### src/rtl/zwf_pkg.sv
package zwf_pkg;
  typedef enum logic [1:0] {
    ZM_OPEN      = 2'd0,
    ZM_LOCKPAGE  = 2'd1,
    ZM_CLEARONLY = 2'd2,
    ZM_FROZEN    = 2'd3
  } zone_mode_e;
endpackage

### src/rtl/zwf_addr_gen.sv
module zwf_addr_gen #(
  parameter int ADDR_W = 7,
  parameter int PAGE_W = 4,
  parameter int LOCK_W = 3
) (
  input  logic [ADDR_W-1:0] base,
  input  logic [PAGE_W-1:0] idx,
  output logic [ADDR_W-1:0] cur,
  output logic [ADDR_W-1:0] lock
);
  logic [PAGE_W-1:0] off;

  // offset wraps inside the write page; upper bits never carry
  always_comb begin
    off  = base[PAGE_W-1:0] + idx;
    cur  = {base[ADDR_W-1:PAGE_W], off};
    lock = {cur[ADDR_W-1:LOCK_W], {LOCK_W{1'b0}}};
  end
endmodule

### src/rtl/zwf_byte_rule.sv
module zwf_byte_rule
  import zwf_pkg::*;
#(
  parameter int DATA_W = 8,
  parameter int LOCK_W = 3
) (
  input  zone_mode_e        mode,
  input  logic              allow,
  input  logic              first,
  input  logic [LOCK_W-1:0] pofs,
  input  logic [DATA_W-1:0] old_v,
  input  logic [DATA_W-1:0] new_v,
  input  logic [DATA_W-1:0] lock_v,
  output logic              we,
  output logic [DATA_W-1:0] val,
  output logic              bad
);
  always_comb begin
    we  = 1'b0;
    val = new_v;
    bad = 1'b0;
    if (!allow) begin
      bad = 1'b1;
    end else begin
      unique case (mode)
        ZM_OPEN: we = 1'b1;
        ZM_CLEARONLY: begin
          we  = 1'b1;
          val = old_v & new_v;
        end
        ZM_FROZEN: bad = 1'b1;
        ZM_LOCKPAGE: begin
          if (first) begin
            if (pofs == '0) begin
              // the lock byte guards itself through its bit 0
              if (old_v[0]) begin
                we  = 1'b1;
                val = old_v & new_v;
              end else begin
                bad = 1'b1;
              end
            end else if (lock_v[pofs]) begin
              we = 1'b1;
            end else begin
              bad = 1'b1;
            end
          end
        end
        default: bad = 1'b1;
      endcase
    end
  end
endmodule

### src/rtl/zone_write_filter.sv
module zone_write_filter
  import zwf_pkg::*;
#(
  parameter int ADDR_W = 7,
  parameter int PAGE_W = 4,
  parameter int DATA_W = 8
) (
  input  logic              clk,
  input  logic              rst_n,
  input  logic              cmd_start,
  input  logic [ADDR_W-1:0] cmd_addr,
  input  logic [PAGE_W-1:0] cmd_len,
  input  logic [1:0]        cmd_mode,
  input  logic              cmd_allow,
  input  logic              byte_valid,
  input  logic [DATA_W-1:0] byte_data,
  output logic [ADDR_W-1:0] rd_addr,
  input  logic [DATA_W-1:0] rd_data,
  output logic [ADDR_W-1:0] lock_addr,
  input  logic [DATA_W-1:0] lock_data,
  output logic              wr_en,
  output logic [ADDR_W-1:0] wr_addr,
  output logic [DATA_W-1:0] wr_data,
  output logic              reject
);
  localparam int LOCK_W = $clog2(DATA_W);

  // reset: asserted asynchronously, released through two flops
  logic rst_meta, rst_sync_n;
  always_ff @(posedge clk or negedge rst_n) begin
    if (!rst_n) begin
      rst_meta   <= 1'b0;
      rst_sync_n <= 1'b0;
    end else begin
      rst_meta   <= 1'b1;
      rst_sync_n <= rst_meta;
    end
  end

  logic              act_q, act_d;
  logic [ADDR_W-1:0] base_q, base_d;
  logic [PAGE_W-1:0] len_q, len_d;
  logic [PAGE_W-1:0] idx_q, idx_d;
  zone_mode_e        mode_q, mode_d;
  logic              allow_q, allow_d;
  logic              rej_q, rej_d;
  logic              we_q, we_d;
  logic [ADDR_W-1:0] wa_q;
  logic [DATA_W-1:0] wd_q;

  logic              take, rule_we, rule_bad;
  logic [DATA_W-1:0] rule_val;
  logic [ADDR_W-1:0] cur_addr, pg_lock_addr;

  zwf_addr_gen #(.ADDR_W(ADDR_W), .PAGE_W(PAGE_W), .LOCK_W(LOCK_W)) u_addr (
    .base (base_q),
    .idx  (idx_q),
    .cur  (cur_addr),
    .lock (pg_lock_addr)
  );

  zwf_byte_rule #(.DATA_W(DATA_W), .LOCK_W(LOCK_W)) u_rule (
    .mode   (mode_q),
    .allow  (allow_q),
    .first  (idx_q == '0),
    .pofs   (cur_addr[LOCK_W-1:0]),
    .old_v  (rd_data),
    .new_v  (byte_data),
    .lock_v (lock_data),
    .we     (rule_we),
    .val    (rule_val),
    .bad    (rule_bad)
  );

  assign take = byte_valid & act_q & ~cmd_start;

  always_comb begin
    act_d   = act_q;
    base_d  = base_q;
    len_d   = len_q;
    idx_d   = idx_q;
    mode_d  = mode_q;
    allow_d = allow_q;
    rej_d   = rej_q;
    we_d    = take & rule_we;
    if (cmd_start) begin
      act_d   = 1'b1;
      base_d  = cmd_addr;
      len_d   = cmd_len;
      idx_d   = '0;
      mode_d  = zone_mode_e'(cmd_mode);
      allow_d = cmd_allow;
      rej_d   = 1'b0;
    end else if (take) begin
      idx_d = idx_q + 1'b1;
      if (idx_q == len_q) act_d = 1'b0;
      if (rule_bad) rej_d = 1'b1;
    end
  end

  always_ff @(posedge clk or negedge rst_sync_n) begin
    if (!rst_sync_n) begin
      act_q   <= 1'b0;
      base_q  <= '0;
      len_q   <= '0;
      idx_q   <= '0;
      mode_q  <= ZM_OPEN;
      allow_q <= 1'b0;
      rej_q   <= 1'b0;
      we_q    <= 1'b0;
      wa_q    <= '0;
      wd_q    <= '0;
    end else begin
      act_q   <= act_d;
      base_q  <= base_d;
      len_q   <= len_d;
      idx_q   <= idx_d;
      mode_q  <= mode_d;
      allow_q <= allow_d;
      rej_q   <= rej_d;
      we_q    <= we_d;
      if (take) begin
        wa_q <= cur_addr;
        wd_q <= rule_val;
      end
    end
  end

  assign rd_addr   = cur_addr;
  assign lock_addr = pg_lock_addr;
  assign wr_en     = we_q;
  assign wr_addr   = wa_q;
  assign wr_data   = wd_q;
  assign reject    = rej_q;
endmodule

### config.mk
export PLATFORM = sky130hd
export DESIGN_NAME = zone_write_filter
export DESIGN_NICKNAME = d
export VERILOG_FILES = /design/src/rtl/zwf_pkg.sv /design/src/rtl/zwf_addr_gen.sv /design/src/rtl/zwf_byte_rule.sv /design/src/rtl/zone_write_filter.sv
export SDC_FILE = /design/constraint.sdc
export NUM_CORES = 1
export LEC_CHECK = 0
export ABC_AREA = 1
export ABC_CLOCK_PERIOD_IN_PS = 1760
export BUFFER_PORTS_ARGS = -buffer_cell sky130_fd_sc_hd__clkbuf_2
export CORE_ASPECT_RATIO = 0.8
export CORE_MARGIN = 5
export CORE_UTILIZATION = 49
export DETAILED_ROUTE_END_ITERATION = 8
export PLACE_DENSITY = 0.8
export SYNTH_ARGS = -nofsm -noshare
export SYNTH_HDL_FRONTEND = slang
export SYNTH_SLANG_ARGS = --single-unit
### constraint.sdc
create_clock -name clk -period 1.76 [get_ports clk]
set_input_delay 0.264 -clock clk [delete_from_list [all_inputs] [get_ports clk]]
set_output_delay 0.264 -clock clk [all_outputs]
set_load 0.1 [all_outputs]
==> flow_summary.ini <==
[outcome]
outcome = complete, but fails checks
failed_checks = setup timing

[setup_path]
path_common_cell = buf_12
cpMaxStageDelayCell = fa_2
path_cells = ha_2, inv_2, fa_2, buf_12, inv_8, buf_6, buf_12
cp-start-kind = register
reg2reg_depth = 12
worstPathMaxFanout = 2
crit_buf_inv = 5
crit_start = idx_q[0]$_DFFE_PN0P_
crit_family = adder cells
r2r_slack_ps = -290
worstPathRequired_ps = 1500
reg2reg_to = wr_data[4]$_DFFE_PN0P_
critical-path-max-stage-delay_ps = 550
reg2reg_from = idx_q[0]$_DFFE_PN0P_
cp-end-kind = primary output
path_class = reg -> out
worstPathArrival_ps = 1830
crit_cells = 7

[routing]
routed_wl_microns = 5313
drt_iter0_drc = 99
post-route-drc-count = 0
drt_pass1_iterations = 4
vias = 1841
wl_per_cell_microns = 14.06
postRouteAntennaNets = 0
via_per_inst = 4.870

[die]
core_area_sq_um = 3829
pin_count = 73
die_h_microns = 66.65
die_w_microns = 80.81
start_util_pct = 51.34
rows = 20
die_area_sq_um = 5386

[cts]
clk_pin_slew_ps = 70
clkSinkCount = 38
clock_path_buffers = 2
cts_tree = yes
numCtsBuffers = 5
h-tree-depth = 2
cts_root_buffer = clkbuf_8
clk_latency_ps = 300

[grt]
grt_pass1_wl_microns = 7928
grt_use_total_pct = 19.43
grt_pass1_vias = 1793
antenna_found_initial = 0
grt_overflow = 0
grt_max_degree = 37

[synthesis]
synth_area_sq_um = 1966
syn_avg_cell_area_sq_um = 8.122
synthFlopType = dfrtp_1
synth_edf_count = 0
yosysTopAreaCell = dfrtp_1
yosysWarnings = 0
syn_inst = 242
netlist-cell-type-count = 24
synthTopCellsByArea = dfrtp_1, nand2_1, ha_1
async_flop_share_pct = 100.0
ys_ff_latch = 38
yosysTopAreaCellShare_pct = 48.38
seq_area_frac_synth_pct = 48.38

[power]
internal_power_uw = 1802
peakVddDrop_uv = 648.3
powerDensity_nw_per_um2 = 1192
seqPwrFrac_pct = 30.9
comb_power_share_pct = 48.3
leakage_uw = 0.001498
p_sw_uw = 1574
p_clk_share_pct = 20.8
swShare_pct = 46.63

[layout]
multi_input_area_sq_um = 1013
antennaDiodeCount = 0
nets = 374
final_cell_mix = nand2_1, clkbuf_2, dfrtp_1
fillers = 270
drive_gt1_share_pct = 43.96
regArea_sq_um = 952.2
layout_commonest_cell = nand2_1
post-route-util_pct = 73.95
area_growth_pct = 44.05
fin_cells = 378

[job]
cap_viol_max_count = 0

[sta]
setup_viol = 13
fin_ws_ps = -333.5
fin_worst_skew_ps = 5.448
period_share_pct = 119.0
max_freq_ghz = 0.4777
slew_viol_final = 0
relSlewSlack_pct = 62.17
finalHoldViolCount = 0
tightest_slew_ps = 569.9
fin_hold_ws_ps = 163.5
min_period_ps = 2094
rsz0062_at_grt = yes

[worst_hold_path]
worstHoldStart = cmd_len[0]
hold_path_depth = 3
hold_end = len_q[0]$_DFFE_PN0P_
hold_class = in -> reg

[placed_design]
io_buffers = 68
hpwl_microns = 3576
dp_cells = 359
place_congestion = 0.8354
## cell usage after synthesis (2+ instances only)
library cell  number
a21oi_1           12
buf_2              6
buf_4             10
conb_1             2
dfrtp_1           38
ha_1               9
inv_1             15
inv_2              5
nand2_1           87
nand2_2            2
nand3_1           19
nand4_1            2
nor2_1             6
o21ai_0            7
o21ai_1           10
xnor2_1            4
## layout make-up
type	instances	area share, %
inverter	21	3.226
tap	55	2.430
clock buffer	8	3.889
sequential	38	33.63
multi-input combinational	168	35.79
timing repair buffer	88	21.03
## cells by family (layout without fill, tap and decap cells)
family / Yosys count / in the layout / synth area share [%]
and+or+nand+nor: 120 / 120 / 25.33
DFF: 38 / 38 / 48.38
xor gates and xnor gates: 5 / 5 / 2.228
buffers and inverters: 38 / 117 / 9.548
adders and majority gates: 10 / 10 / 6.747
AOI/OAI and AO/OA: 29 / 29 / 7.384
other: 2 / 4 / 0.3821
## worst register-to-register path, delay by kind of cell (launching register included)
family        cells  cell delay, ps
simple gates      7             600
buf+inv           3             250
fa+ha+maj         2             740
flops             1             350
## sequential cells by signal, summed over array words and instances (netlist names)
signal and count:
wr_data 8, base_q 7, wr_addr 7, idx_q 4
len_q 4, mode_q 2, act_q 1, allow_q 1
reject 1, rst_meta 1, rst_sync_n 1, wr_en 1
## power by group through the flow
stage / clock network [uW] / registers, uW / logic [uW]
5_1_grt: 756 / 1060 / 1720
3_5_place_dp: 0 / 1060 / 1470
3_3_place_gp: 0 / 1050 / 1450
2_1_floorplan: 0 / 1570 / 632
4_1_cts: 712 / 1040 / 1520
6_report: 702 / 1040 / 1630
## per-stage QoR
step | area (sq um) | setup slack, ps | setup TNS [ps] | power, uW
after CTS | 2703 | -346.1 | -2488 | 3276
final | 2831 | -333.5 | -3181 | 3376
after global routing | 2831 | -417.4 | -4504 | 3526
after global placement | 2500 | -58.36 | -473.8 | 2498
after floorplan | 2057 | -350.7 | -1605 | 2205
after detailed placement | 2500 | -109.0 | -757.1 | 2522
## what timing repair did
action / in CTS / in global routing
setup endpoints to repair: 13 / 13
hold endpoints to repair: 2 / 0
resized for setup: 4 / 31
pin swaps: 12 / 14
hold buffers: 1 / 0
buffers inserted: 8 / 2
## worst max-delay path by stage
stage / end / slack [ps]
floorplan: rd_addr[3] / -350
global placement: reject$_DFFE_PN0P_ / -60
detailed placement: reject$_DFFE_PN0P_ / -110
CTS: rd_addr[1] / -350
global route: wr_data[4]$_DFFE_PN0P_ / -420
finish: rd_addr[1] / -330
## per-layer routing
metal / up-vias / track usage [%] / share of wire [%]
met5: - / 0 / 0
met4: 0 / 7.173 / 1.3
met3: 9 / 6.486 / 10
met2: 76 / 31.66 / 48
met1: 850 / 23.88 / 40
li1: 906 / - / -
Note: power is estimated with default switching activity, not from simulation.
